## src/rtl/spi_status_pkg.sv

```systemverilog
package spi_status_pkg;
    typedef enum logic [1:0] {
        ST_IDLE,
        ST_SHIFT,
        ST_DONE
    } xfer_state_t;

    // Index of the next byte source to load into the shift register.
    localparam logic [1:0] SRC_SYS   = 2'd0;
    localparam logic [1:0] SRC_GEN   = 2'd1;
    localparam logic [1:0] SRC_QUEUE = 2'd2;
endpackage

```

## src/rtl/pin_sync.sv

```systemverilog
module pin_sync #(
    parameter int W = 1,
    parameter logic [W-1:0] RST_VAL = '0
) (
    input  logic         clk,
    input  logic         rst_n,
    input  logic [W-1:0] d,
    output logic [W-1:0] q
);
    logic [W-1:0] meta;

    always_ff @(posedge clk or negedge rst_n) begin
        if (!rst_n) begin
            meta <= RST_VAL;
            q    <= RST_VAL;
        end else begin
            meta <= d;
            q    <= meta;
        end
    end
endmodule

```

## src/rtl/resp_queue.sv

```systemverilog
module resp_queue #(
    parameter int DW    = 8,
    parameter int DEPTH = 4
) (
    input  logic          clk,
    input  logic          rst_n,
    input  logic          flush,
    input  logic          wr,
    input  logic [DW-1:0] wdata,
    input  logic          rd,
    output logic [DW-1:0] rdata,
    output logic          empty,
    output logic          full
);
    localparam int AW = (DEPTH > 1) ? $clog2(DEPTH) : 1;
    localparam int CW = $clog2(DEPTH + 1);

    logic [DW-1:0] mem [DEPTH];
    logic [AW-1:0] wp, rp;
    logic [CW-1:0] cnt;
    logic          do_wr, do_rd;

    assign empty = (cnt == '0);
    assign full  = (cnt == CW'(DEPTH));
    assign do_wr = wr && !full;
    assign do_rd = rd && !empty;
    assign rdata = mem[rp];

    always_ff @(posedge clk) begin
        if (do_wr && !flush) mem[wp] <= wdata;
    end

    always_ff @(posedge clk or negedge rst_n) begin
        if (!rst_n) begin
            wp  <= '0;
            rp  <= '0;
            cnt <= '0;
        end else if (flush) begin
            wp  <= '0;
            rp  <= '0;
            cnt <= '0;
        end else begin
            if (do_wr) wp <= (wp == AW'(DEPTH - 1)) ? '0 : wp + 1'b1;
            if (do_rd) rp <= (rp == AW'(DEPTH - 1)) ? '0 : rp + 1'b1;
            cnt <= cnt + CW'(do_wr) - CW'(do_rd);
        end
    end
endmodule

```

## src/rtl/spi_status_slave.sv

```systemverilog
module spi_status_slave
    import spi_status_pkg::*;
#(
    parameter int DW     = 8,
    parameter int QDEPTH = 4,
    parameter bit CPOL   = 1'b0,
    parameter bit CPHA   = 1'b0
) (
    input  logic          clk,
    input  logic          rst_n,
    input  logic          sclk,
    input  logic          ss_n,
    input  logic          mosi,
    output logic          miso,
    input  logic [DW-1:0] sys_evt,
    input  logic [DW-1:0] gen_evt,
    input  logic [DW-1:0] tx_data,
    input  logic          tx_we,
    output logic          tx_full,
    output logic [DW-1:0] rx_data,
    output logic          rx_valid,
    output logic          xfer_end,
    output logic          underrun
);
    localparam int BW = $clog2(DW);
    localparam logic [BW-1:0] LAST_BIT = BW'(DW - 1);

    xfer_state_t state, nstate;

    logic          ss_s, sclk_s, mosi_s, ss_d, sclk_d;
    logic          ss_fall, ss_rise, lead_e, trail_e, sample_e, shift_e;
    logic [BW-1:0] bitcnt;
    logic [DW-1:0] txsh, rxsh, st_sys, st_gen, q_rdata;
    logic [1:0]    src_idx;
    logic          filler, q_empty, q_rd;

    pin_sync #(.W(3), .RST_VAL({1'b1, CPOL, 1'b0})) u_sync (
        .clk   (clk),
        .rst_n (rst_n),
        .d     ({ss_n, sclk, mosi}),
        .q     ({ss_s, sclk_s, mosi_s})
    );

    always_ff @(posedge clk or negedge rst_n) begin
        if (!rst_n) begin
            ss_d   <= 1'b1;
            sclk_d <= CPOL;
        end else begin
            ss_d   <= ss_s;
            sclk_d <= sclk_s;
        end
    end

    assign ss_fall = ss_d && !ss_s;
    assign ss_rise = !ss_d && ss_s;
    assign lead_e  = (sclk_s != sclk_d) && (sclk_d == CPOL);
    assign trail_e = (sclk_s != sclk_d) && (sclk_d != CPOL);

    generate
        if (CPHA) begin : g_phase1
            assign shift_e  = (state == ST_SHIFT) && lead_e;
            assign sample_e = (state == ST_SHIFT) && trail_e;
        end else begin : g_phase0
            assign sample_e = (state == ST_SHIFT) && lead_e;
            assign shift_e  = (state == ST_SHIFT) && trail_e;
        end
    endgenerate

    assign q_rd = shift_e && (bitcnt == '0) && (src_idx == SRC_QUEUE) && !q_empty;

    resp_queue #(.DW(DW), .DEPTH(QDEPTH)) u_queue (
        .clk   (clk),
        .rst_n (rst_n),
        .flush (ss_fall),
        .wr    (tx_we),
        .wdata (tx_data),
        .rd    (q_rd),
        .rdata (q_rdata),
        .empty (q_empty),
        .full  (tx_full)
    );

    // State register
    always_ff @(posedge clk or negedge rst_n) begin
        if (!rst_n) state <= ST_IDLE;
        else        state <= nstate;
    end

    // Next state
    always_comb begin
        nstate = state;
        unique case (state)
            ST_IDLE:  if (ss_fall) nstate = ST_SHIFT;
            ST_SHIFT: if (ss_rise) nstate = ST_DONE;
            ST_DONE:  nstate = ss_fall ? ST_SHIFT : ST_IDLE;
            default:  nstate = ST_IDLE;
        endcase
    end

    // Outputs
    always_comb begin
        xfer_end = 1'b0;
        miso     = 1'b0;
        unique case (state)
            ST_IDLE:  ;
            ST_SHIFT: miso = txsh[DW-1];
            ST_DONE:  xfer_end = 1'b1;
            default:  ;
        endcase
    end

    // Shift datapath
    always_ff @(posedge clk or negedge rst_n) begin
        if (!rst_n) begin
            bitcnt   <= '0;
            txsh     <= '0;
            rxsh     <= '0;
            rx_data  <= '0;
            rx_valid <= 1'b0;
            st_sys   <= '0;
            st_gen   <= '0;
            src_idx  <= SRC_SYS;
            filler   <= 1'b0;
            underrun <= 1'b0;
        end else begin
            rx_valid <= 1'b0;
            if (ss_fall) begin
                st_sys   <= sys_evt;
                st_gen   <= gen_evt;
                bitcnt   <= '0;
                rxsh     <= '0;
                filler   <= 1'b0;
                underrun <= 1'b0;
                if (CPHA) begin
                    txsh    <= '0;
                    src_idx <= SRC_SYS;
                end else begin
                    txsh    <= sys_evt;
                    src_idx <= SRC_GEN;
                end
            end else begin
                if (sample_e) begin
                    rxsh   <= {rxsh[DW-2:0], mosi_s};
                    bitcnt <= (bitcnt == LAST_BIT) ? '0 : bitcnt + 1'b1;
                    if (bitcnt == LAST_BIT) begin
                        rx_data  <= {rxsh[DW-2:0], mosi_s};
                        rx_valid <= 1'b1;
                    end
                    if (bitcnt == '0 && filler) underrun <= 1'b1;
                end
                if (shift_e) begin
                    if (bitcnt == '0) begin
                        unique case (src_idx)
                            SRC_SYS: begin
                                txsh    <= st_sys;
                                filler  <= 1'b0;
                                src_idx <= SRC_GEN;
                            end
                            SRC_GEN: begin
                                txsh    <= st_gen;
                                filler  <= 1'b0;
                                src_idx <= SRC_QUEUE;
                            end
                            default: begin
                                txsh   <= q_empty ? '0 : q_rdata;
                                filler <= q_empty;
                            end
                        endcase
                    end else begin
                        txsh <= {txsh[DW-2:0], 1'b0};
                    end
                end
            end
        end
    end
endmodule

```

## config.mk

```make
export PLATFORM = sky130hd
export DESIGN_NAME = spi_status_slave
export DESIGN_NICKNAME = d
export VERILOG_FILES = /design/src/rtl/spi_status_pkg.sv /design/src/rtl/pin_sync.sv /design/src/rtl/resp_queue.sv /design/src/rtl/spi_status_slave.sv
export SDC_FILE = /design/constraint.sdc
export NUM_CORES = 1
export LEC_CHECK = 0
export BUFFER_PORTS_ARGS = -buffer_cell sky130_fd_sc_hd__clkbuf_2
export CAP_MARGIN = 40
export CORE_MARGIN = 1
export CORE_UTILIZATION = 47
export DETAILED_ROUTE_END_ITERATION = 10
export PLACE_DENSITY = 0.64
export SLEW_MARGIN = 20
export SYNTH_ARGS = -nofsm -noshare
export SYNTH_HDL_FRONTEND = slang
export SYNTH_SLANG_ARGS = --single-unit
```

## constraint.sdc

```tcl
create_clock -name clk -period 5.41 [get_ports clk]
set_clock_uncertainty 0.1 [all_clocks]
set_input_delay 0.2705 -clock clk [delete_from_list [all_inputs] [get_ports clk]]
set_output_delay 0.2705 -clock clk [all_outputs]
set_load 0.02 [all_outputs]
```

==> run metrics, run 1 <==
outcome complete, no violations; WHS 0.03019 ns; Fin. Hold Viols 0; starting DRC count in detailed routing 91; largest family of logic cells by synthesized area simple AND/OR/NAND/NOR gates; xor/xnor cell area share of the yosys netlist 0.2113%; worst ir drop on vdd 0.1980 mV; post-layout net count 396; DRT Pass-1 Iters 4; Post-DP HPWL 4959 um; core footprint 8382 um^2; CTS tree yes; CP Max Fanout 12; Yosys reg bits 96; global-route wire length before repair 12390 um; max frequency 0.3176 GHz; cts bufs inserted 9; via-per-instance ratio 5.417; unique cell type count in the Yosys netlist 48; min Tclk post-route 3.149 ns; # DRC 0; CTS Sinks 96; row count 33; Worst path slowest cell nor2b_1; kind of end point of the critical path flop; area leader, netlist dfrtp_1; Yosys top cell area share 36.82%; CP Cell Sequence inv_1, ha_1, nor2b_1, and4b_1, ha_1, inv_1, ha_1, inv_1, fa_1, xor2_1, and2_1, nor3_1; Worst Tran Pin Value 0.7839 ns; startpoint types flop; Mapped Area 4145 um^2; Root Driver clkbuf_8; CTS H-tree lvls 3; data required time of the worst path 5.61 ns; vias in the first global route 2481; PwrDens 354.2 nW/um^2; pin count of the biggest net entering global routing 65; max-slew violations 0; Synth Warn # 0; post-synth net total 336; MaxCap Viol Count 0; Clock Path Buffers 2; Die Height 95.91 um; P&R area growth vs syn 16.48%; RSZ-0062 raised after global routing false; gpl congestion 0.7281; Post-Route Setup TNS 0 ns; sequential share of the synthesized area 61.91%; postcts setup bufs 0; fin crit share 58.20%; Area contributors post-synth dfrtp_1, edfxtp_1, mux4_2, mux2_1, ha_1; max incr delay on CP 0.64 ns; simple logic cell fraction of the synthesized area 11.14%; via count 2519; Mapped Cells 295; die width 95.91 um; count of flip-flops with a built-in enable after synthesis 32; insertion delay to the later sink of the worst-skew pair 0.38 ns; share of post-route cells with drive strength above 1 25.56%; WL/cell 16.31 um; post-synthesis area per instance 14.05 um^2; Tot GR Track Use 18.61%; mux contribution to synthesized area 9.448%; Synth Area in Adders 3.501%; Pleak 0.002190 uW; Detail Route Antenna Nets 0; Reg clk slew, reported paths 0.11 ns; IO Pins 43; Worst EP arrival 3.35 ns; initial antenna violation count 0; antenna cells 0; Setup violations, final 0; Overflow after GRT 0; Post-synth top flop dfrtp_1; HP Class in -> reg; initial core utilization 49.46%; Final Total Pwr 1710 uW; relative slew slack 47.63%; Die Area 9199 um^2; final wirelength 7585 um; Port Buf Inserts 42; Synth Area in Compound Gates 10.29%; CP Class reg -> reg; asr flop ratio synth 66.67%
==> area by class of cell <==
type	instances	area, um^2
Fill cell	677	3553
Timing Repair Buffer	65	450.4
Multi-Input combinational cell	172	1434
Tap cell	105	131.4
Clock inverter	7	67.56
Clock buffer	9	123.9
Inverter	11	55.05
Sequential cell	96	2566
==> worst max-delay path, delay by kind of cell, from the launching register on <==
kind                       cells  cell delay, ns
buffers and inverters          3            0.19
and+or+nand+nor                4            1.30
xor gates and xnor gates       1            0.16
DFF                            1            0.40
adders and majority gates      4            0.92
==> where the power goes <==
group	total [uW]	leakage (uW)	switching, uW	internal, uW
sequential	912	0.00111	65.3	847
clock	465	0.0000966	284	182
combinational	333	0.000984	182	151
==> registers in the layout, indices dropped and copies added, names as in the netlist, 3 cells and up <==
name         cells
u_queue.mem     32
rx_data          8
st_gen           8
st_sys           8
txsh             8
rxsh             7
bitcnt           3
u_queue.cnt      3
u_sync.meta      3
u_sync.q         3
==> cells in the mapped netlist, drive strengths merged, types with 2 or more instances <==
master / count
ha: 10
a22o: 9
nor2b: 5
a21oi: 4
inv: 10
clkbuf: 3
a31oi: 8
and3: 4
and2: 2
dfstp: 3
nand2b: 3
nor2: 13
a221oi: 7
edfxtp: 32
nand2: 28
buf: 13
and4bb: 2
nand4bb: 2
mux2: 17
nand3: 4
mux2i: 2
dfrtp: 61
and3b: 8
o21ai: 4
nor3: 3
a21o: 8
mux4: 8
or4: 2
o31ai: 8
==> timing repair <==
item                      CTS  global route
gates resized for setup     0             0
hold buffers               18             1
hold endpoints to repair   92             4
==> through the flow <==
step	std cells	utilization, %	cell area (um^2)	setup WS, ns
5_1_grt	465	57.61	4828	1.982
4_1_cts	463	57.16	4791	2.209
6_report	465	57.61	4828	2.261
2_1_floorplan	295	-	4145	2.807
3_5_place_dp	429	52.72	4419	2.244
3_3_place_gp	429	52.72	4419	2.337
==> cells in the final DEF, fill, tap and decap left out, drive strengths merged, types with 2 or more instances in the layout <==
cell	count
dfrtp	61
clkbuf	51
edfxtp	32
nand2	28
dlygate4sd3	19
mux2	17
inv	16
nor2	13
ha	10
a22o	9
and3b	8
a21o	8
mux4	8
a31oi	8
o31ai	8
a221oi	7
nor2b	5
and3	4
a21oi	4
nand3	4
o21ai	4
buf	4
nand2b	3
nor3	3
dfstp	3
and4bb	2
and2	2
nand4bb	2
mux2i	2
or4	2
==> routing by layer <==
metal	wire length (um)	share of wire, %	global-route usage (%)
met1	3815	50	26.02
met3	336	4.4	6.240
met2	3365	44	28.04
met5	0	0	0
met4	68	0.90	4.851
==> path summary, 6_finish.rpt <==
check                                         startpoint                     endpoint  slack [ns]  cells past startpoint
worst max-delay path               bitcnt[0]$_DFFE_PN0P_     u_queue.cnt[2]$_DFF_PN0_        2.26                     12
worst min-delay path                          tx_data[1]  u_queue.mem[2][1]$_DFFE_PP_        0.03                      1
worst max register to register     bitcnt[0]$_DFFE_PN0P_     u_queue.cnt[2]$_DFF_PN0_        2.26                     12
worst min register to register  u_sync.meta[0]$_DFF_PN0_        u_sync.q[0]$_DFF_PN0_        0.26                      0
max in group asynchronous                          rst_n        u_sync.q[2]$_DFF_PN1_        4.46                      4
min in group asynchronous                          rst_n       rx_data[5]$_DFFE_PN0P_        0.22                      3
==> logic make-up after synthesis <==
kind of cell / count (synthesis)
flops: 96
buf+inv: 27
xor+xnor: 1
simple gates: 81
fa+ha+maj: 11
compound gates: 52
mux: 27
Note: power is estimated with default switching activity, not from simulation.
==> run 2, diff against run 1 <==
- ABC_AREA: unset -> 1
- PLACE_DENSITY: 0.64 -> 0.66
- clock period: 5.41 -> 2.8 ns (I/O delays scaled with it)
==> run 2 against run 1 <==
Net effect:
- the run now ends with DRC left
- count of clock-buffer cells in the layout unchanged
- setup slack got worse by 2.0 ns
- combinational power up 130%
- global-route usage is 0.15 points higher
- synthesized cell count increased by 57%
- via count increased by 26%
- synthesized area up 4.3%
- design area increased by 8.4%
- sequential share of layout area is 4.1 points lower
- critical path depth up 1
==> run metrics, run 2 <==
outcome finished, violations left; failing checks DRC; min Tclk post-route 2.492 ns (-0.6568 ns); # DRC 5 (+5); insertion delay to the later sink of the worst-skew pair 0.35 ns (-0.03 ns); final wirelength 8217 um (+8.3%); post-synthesis area per instance 9.314 um^2 (-34%); final setup margin 0.3082 ns (-1.953 ns); MaxCap Viol Count 0 (unchanged); final core utilization 59.46% (+1.9 points); max-slew violations 0 (unchanged); via count 3166 (+26%); max frequency 0.4013 GHz (+26%); max reg flops 32 (unchanged); largest reg by FF count u_queue.mem; Final Total Pwr 3658 uW (+110%); row count 34 (+3.0%); starting DRC count in detailed routing 159 (+75%); core footprint 8806 um^2 (+5.1%); Tot GR Track Use 18.76% (+0.15 points); Fin. Hold Viols 0 (unchanged); CTS H-tree lvls 3 (unchanged); Die Area 9582 um^2 (+4.2%); Commonest cells post-synth nand2_1, inv_1, dfrtp_1; Mapped Cells 464 (+57%); Port Buf Inserts 42 (unchanged); largest family of logic cells by synthesized area simple AND/OR/NAND/NOR gates; Synth Area in Adders 3.358% (-0.14 points); Design Area, Final 5236 um^2 (+8.4%); post-layout net count 585 (+48%); HP Class in -> reg; Post-synth top flop dfrtp_1; post-synth net total 505 (+50%); die width 97.89 um (+2.1%); mux contribution to synthesized area 0% (-9.4 points); Yosys top cell area share 35.32% (-1.5 points); xor/xnor cell area share of the yosys netlist 0.4053% (+0.19 points); antenna cells 0 (unchanged); M1 GR Usage 24.03% (-2.0 points); Setup violations, final 0 (unchanged); data required time of the worst path 2.92 ns (-2.69 ns); global-route wire length before repair 14170 um (+14%); IO Pins 43 (unchanged); FILL cells 768 (+13%); vias in the first global route 3174 (+28%); kind of end point of the critical path flop; simple logic cell fraction of the synthesized area 20.87% (+9.7 points); sequential share of the synthesized area 59.38% (-2.5 points); via-per-instance ratio 4.819 (-11%); count of flip-flops with a built-in enable after synthesis 32 (unchanged); RSZ-0062 raised after global routing false; cts bufs inserted 9 (unchanged); Post-Route Setup TNS 0 ns (unchanged); Clock Path Buffers 2 (unchanged); unique cell type count in the Yosys netlist 29 (-40%); Synth Area in Compound Gates 7.556% (-2.7 points); most common cell after layout, fill and taps aside nand2_1; Post-DP HPWL 5624 um (+13%); postcts setup bufs 0 (unchanged); initial antenna violation count 0 (unchanged); Detail Route Antenna Nets 0 (unchanged); Worst EP arrival 2.61 ns (-0.74 ns); CP Class reg -> reg; Synth Warn # 0 (unchanged); startpoint types flop; gpl congestion 0.7713 (+5.9%); DRT Pass-1 Iters 9 (+5); share of post-route cells with drive strength above 1 17.67% (-7.9 points); post_cts resized 0 (unchanged); fin crit share 88.99% (+31 points); Overflow after GRT 0 (unchanged); P&R area growth vs syn 21.16%; Mapped Area 4322 um^2 (+4.3%); Place WS 0.3174 ns (-1.927 ns); worst ir drop on vdd 0.3422 mV (+73%); asr flop ratio synth 66.67% (unchanged); global-route track usage on met2 31.80% (+3.8 points); pin count of the biggest net entering global routing 31 (-52%); Area contributors post-synth dfrtp_1, edfxtp_1, nand2_1, inv_1, nor2_1; Worst Tran Pin Value 0.4829 ns (-0.3010 ns); relative slew slack 67.77% (+20 points); most frequent cell after synthesis nand2_1; CP Max Fanout 10 (-2); CTS tree yes; Die Height 97.89 um (+2.1%); area leader, netlist dfrtp_1; PwrDens 698.5 nW/um^2 (+97%); Root Driver clkbuf_8; Reg clk slew, reported paths 0.09 ns (-0.02 ns); Yosys reg bits 96 (unchanged); WL/cell 12.51 um (-23%); DP Area 4671 um^2 (+5.7%); met3 Use GR 3.579% (-2.7 points); Pleak 0.002591 uW (+18%); Top Usage Layer GRT met2; CTS Sinks 96 (unchanged); initial core utilization 49.08% (-0.38 points); most frequent cells in the layout nand2_1, inv_1, dfrtp_1
## run 2: cell count changes after synthesis, sizes merged, moves of 8 or more
cell	previous run	this run
a22o	9	0
and3b	8	0
nand2	28	127
o31ai	8	0
nor2	13	47
mux2	17	0
a21oi	4	17
o22ai	1	9
a31oi	8	0
a21o	8	0
nand3	4	29
inv	10	80
o21ai	4	31
mux4	8	0
## run 2: cell families after synthesis
family	count (synthesis)
compound gates	57
xor+xnor	2
flops	96
simple gates	207
buf+inv	91
fa+ha+maj	11
## run 2: worst max-delay path: stages, from the launching register on
cell and delay, ns:
dfrtp_1 0.39, inv_1 0.09, ha_1 0.16, nand2_2 0.15, nor2_4 0.19, nand3_2 0.10
inv_1 0.12, ha_1 0.24, inv_1 0.06, ha_1 0.13, inv_1 0.05, fa_1 0.36
xor2_1 0.17, nor2_1 0.05
## run 2: layout make-up
type | instances | area [um^2] | share of cell area [%]
Clock buffer | 9 | 123.9 | 2.366
Clock inverter | 7 | 141.4 | 2.700
Inverter | 80 | 300.3 | 5.735
Multi-Input combinational cell | 277 | 1391 | 26.57
Sequential cell | 96 | 2566 | 49.01
Tap cell | 108 | 135.1 | 2.581
Timing Repair Buffer | 80 | 578.1 | 11.04
## run 2: through the flow
step,hold slack [ns],instances
after floorplan,-0.2556,464
after global placement,0.1329,612
after detailed placement,0.1317,612
after CTS,0.0009942,656
after global routing,0.007517,657
final,0.01277,657
## run 2: worst paths after layout
check | from | end | slack, ns | cells after the start
max | bitcnt[0]$_DFFE_PN0P_ | u_queue.cnt[2]$_DFF_PN0_ | 0.31 | 13
min | tx_we | u_queue.wp[0]$_DFFE_PN0P_ | 0.01 | 4
max reg2reg | bitcnt[0]$_DFFE_PN0P_ | u_queue.cnt[2]$_DFF_PN0_ | 0.31 | 13
min reg2reg | u_sync.meta[0]$_DFF_PN0_ | u_sync.q[0]$_DFF_PN0_ | 0.26 | 0
max in group asynchronous | rst_n | u_sync.q[2]$_DFF_PN1_ | 1.86 | 4
min in group asynchronous | rst_n | rx_valid$_DFF_PN0_ | 0.02 | 2
## run 2: repair_timing
action | CTS | global route
hold buffers | 28 | 0
endpoints found under the setup margin | 0 | 0
endpoints found under the hold margin | 85 | 0
## run 2: metal layers
| metal | wire, um | up-vias |
|---|---|---|
| li1 | - | 1607 |
| met1 | 3883 | 1477 |
| met2 | 3932 | 69 |
| met3 | 276 | 13 |
| met4 | 125 | 0 |
| met5 | 0 | - |
## run 2: report_power, final
group / switching (uW) / internal (uW) / leakage, uW
sequential: 92.5 / 1650 / 0.00110
clock: 478 / 685 / 0.000130
combinational: 475 / 282 / 0.00136
==> run 3, diff against run 2 <==
- PLACE_DENSITY: 0.66 -> 0.68
==> run 3 against run 2 <==
Net effect:
- design area decreased by 1.1%
- global-route usage increased by 0.66 points
- sequential share of layout area grew 0.54 points
- cell count unchanged
- wire length up 3.1%
- largest cell class unchanged
- combinational power hardly changed
- utilization shrank 0.65 points
- highest routed layer unchanged
- the flow still finishes with violations (DRC)
- non-clock buffer count stayed put
==> run metrics, run 3 (synthesized netlist as in run 2, its figures left out) <==
outcome finished, violations left; failing checks DRC; via-per-instance ratio 4.845 (+0.54%); HP Class in -> async; WL/cell 12.90 um (+3.1%); Pleak 0.002557 uW (-1.3%); sequential fraction of design power 49.9% (+2.4 points); DP Area 4671 um^2 (unchanged); Overflow after GRT 0 (unchanged); clock power share 28.4% (-3.4 points); cts bufs inserted 9 (unchanged); Post-Route Setup TNS 0 ns (unchanged); via count 3183 (+0.54%); Worst Tran Pin Value 0.4608 ns (-0.02212 ns); most frequent cells in the layout nand2_1, inv_1, dfrtp_1; PwrDens 673.0 nW/um^2 (-3.7%); Logic pwr share 21.7% (+1.0 points); Fin. Hold Viols 0 (unchanged); sw frac 30.29% (+1.7 points); CTS Sinks 96 (unchanged); share of post-route cells with drive strength above 1 17.49% (-0.18 points); max frequency 0.3964 GHz (-1.2%); row count 34 (unchanged); pin count of the biggest net entering global routing 37 (+19%); Port Buf Inserts 42 (unchanged); gpl congestion 0.7712 (about the same); worst ir drop on vdd 0.3740 mV (+9.3%); CP Max Fanout 10 (unchanged); WHS 0.03493 ns (+0.02216 ns); data required time of the worst path 2.94 ns (+0.02 ns); Root Driver clkbuf_8; Tot GR Track Use 19.42% (+0.66 points); P_sw 1056 uW (+1.0%); largest reg by FF count u_queue.mem; antenna cells 0 (unchanged); MaxCap Viol Count 0 (unchanged); Int Power 2430 uW (-7.0%); kind of end point of the critical path flop; IO Pins 43 (unchanged); most common cell after layout, fill and taps aside nand2_1; RSZ-0062 raised after global routing false; Design Area, Final 5179 um^2 (-1.1%); initial core utilization 49.08% (unchanged); startpoint types flop; Detail Route Antenna Nets 0 (unchanged); core footprint 8806 um^2 (unchanged); insertion delay to the later sink of the worst-skew pair 0.36 ns (about the same); Die Height 97.89 um (unchanged); Post-DP HPWL 5739 um (+2.0%); CTS H-tree lvls 3 (unchanged); reg-to-reg setup timing slack 0.28 ns (-0.03 ns); die width 97.89 um (unchanged); fin crit share 90.10% (+1.1 points); max-slew violations 0 (unchanged); min Tclk post-route 2.523 ns (+0.03115 ns); Die Area 9582 um^2 (unchanged); final wirelength 8473 um (+3.1%); Setup violations, final 0 (unchanged); starting DRC count in detailed routing 159 (unchanged); Reg clk slew, reported paths 0.10 ns (about the same); max reg flops 32 (unchanged); Worst EP arrival 2.66 ns (+0.05 ns); postcts setup bufs 0 (unchanged); global-route wire length before repair 14640 um (+3.4%); Clock Path Buffers 2 (unchanged); post-layout net count 585 (unchanged); vias in the first global route 3155 (-0.60%); DRT Pass-1 Iters 7 (-2); relative slew slack 69.25% (+1.5 points); initial antenna violation count 0 (unchanged); # DRC 4 (-1); P&R area growth vs syn 19.83%; CTS tree yes; CP Class reg -> reg
-- run 3: path summary, 6_finish.rpt --
| check | from | end | depth (start not counted) |
|---|---|---|---|
| setup / recovery | bitcnt[0]$_DFFE_PN0P_ | u_queue.cnt[2]$_DFF_PN0_ | 13 |
| hold / removal | rst_n | rx_valid$_DFF_PN0_ | 2 |
| setup reg to reg | bitcnt[0]$_DFFE_PN0P_ | u_queue.cnt[2]$_DFF_PN0_ | 13 |
| hold reg to reg | u_sync.meta[0]$_DFF_PN0_ | u_sync.q[0]$_DFF_PN0_ | 0 |
| max in group asynchronous | rst_n | u_sync.meta[2]$_DFF_PN1_ | 3 |
| min in group clk | u_sync.meta[0]$_DFF_PN0_ | u_sync.q[0]$_DFF_PN0_ | 0 |
-- run 3: what timing repair did --
action                                 in CTS  in global routing
endpoints found under the hold margin     117                  0
gates resized for setup                     0                  0
hold buffers                               29                  0
-- run 3: power groups by stage --
| stage | registers (uW) | clock network (uW) | logic (uW) |
|---|---|---|---|
| 6_report | 1740 | 990 | 755 |
| 5_1_grt | 1760 | 1070 | 876 |
| 4_1_cts | 1740 | 1010 | 763 |
| 3_5_place_dp | 1770 | 0 | 728 |
| 3_3_place_gp | 1760 | 0 | 701 |
| 2_1_floorplan | 1750 | 0 | 517 |
-- run 3: final cells by class --
type	count	area (um^2)
fill	765	3627
sequential	96	2566
multi-input combinational	277	1391
timing repair buffer	80	568.0
inverter	80	300.3
tap	108	135.1
clock buffer	9	123.9
clock inverter	7	93.84
-- run 3: per-layer routing --
| layer | vias up | global-route usage [%] | wire length [um] |
|---|---|---|---|
| met5 | - | 0 | 0 |
| met4 | 0 | 7.459 | 177 |
| met3 | 18 | 3.508 | 263 |
| met2 | 66 | 32.02 | 4100 |
| met1 | 1482 | 25.62 | 3932 |
| li1 | 1617 | - | - |
-- run 3: critical path: stages, from the launching register on --
cell,delay [ns]
dfrtp_1,0.39
inv_1,0.10
ha_1,0.17
nand2_2,0.15
nor2_4,0.19
nand3_2,0.11
inv_1,0.12
ha_1,0.23
inv_1,0.07
ha_1,0.15
inv_1,0.05
fa_1,0.37
xor2_1,0.16
nor2_1,0.06
-- run 3: per-stage QoR --
| stage | setup WS [ns] | utilization, % | std cells | power, uW |
|---|---|---|---|---|
| after floorplan | 0.5142 | - | 464 | 2264 |
| after global placement | 0.3846 | 53.04 | 612 | 2460 |
| after detailed placement | 0.2995 | 53.04 | 612 | 2497 |
| after CTS | 0.2750 | 58.81 | 657 | 3514 |
| after global routing | 0.1281 | 58.81 | 657 | 3711 |
| final | 0.2771 | 58.81 | 657 | 3485 |
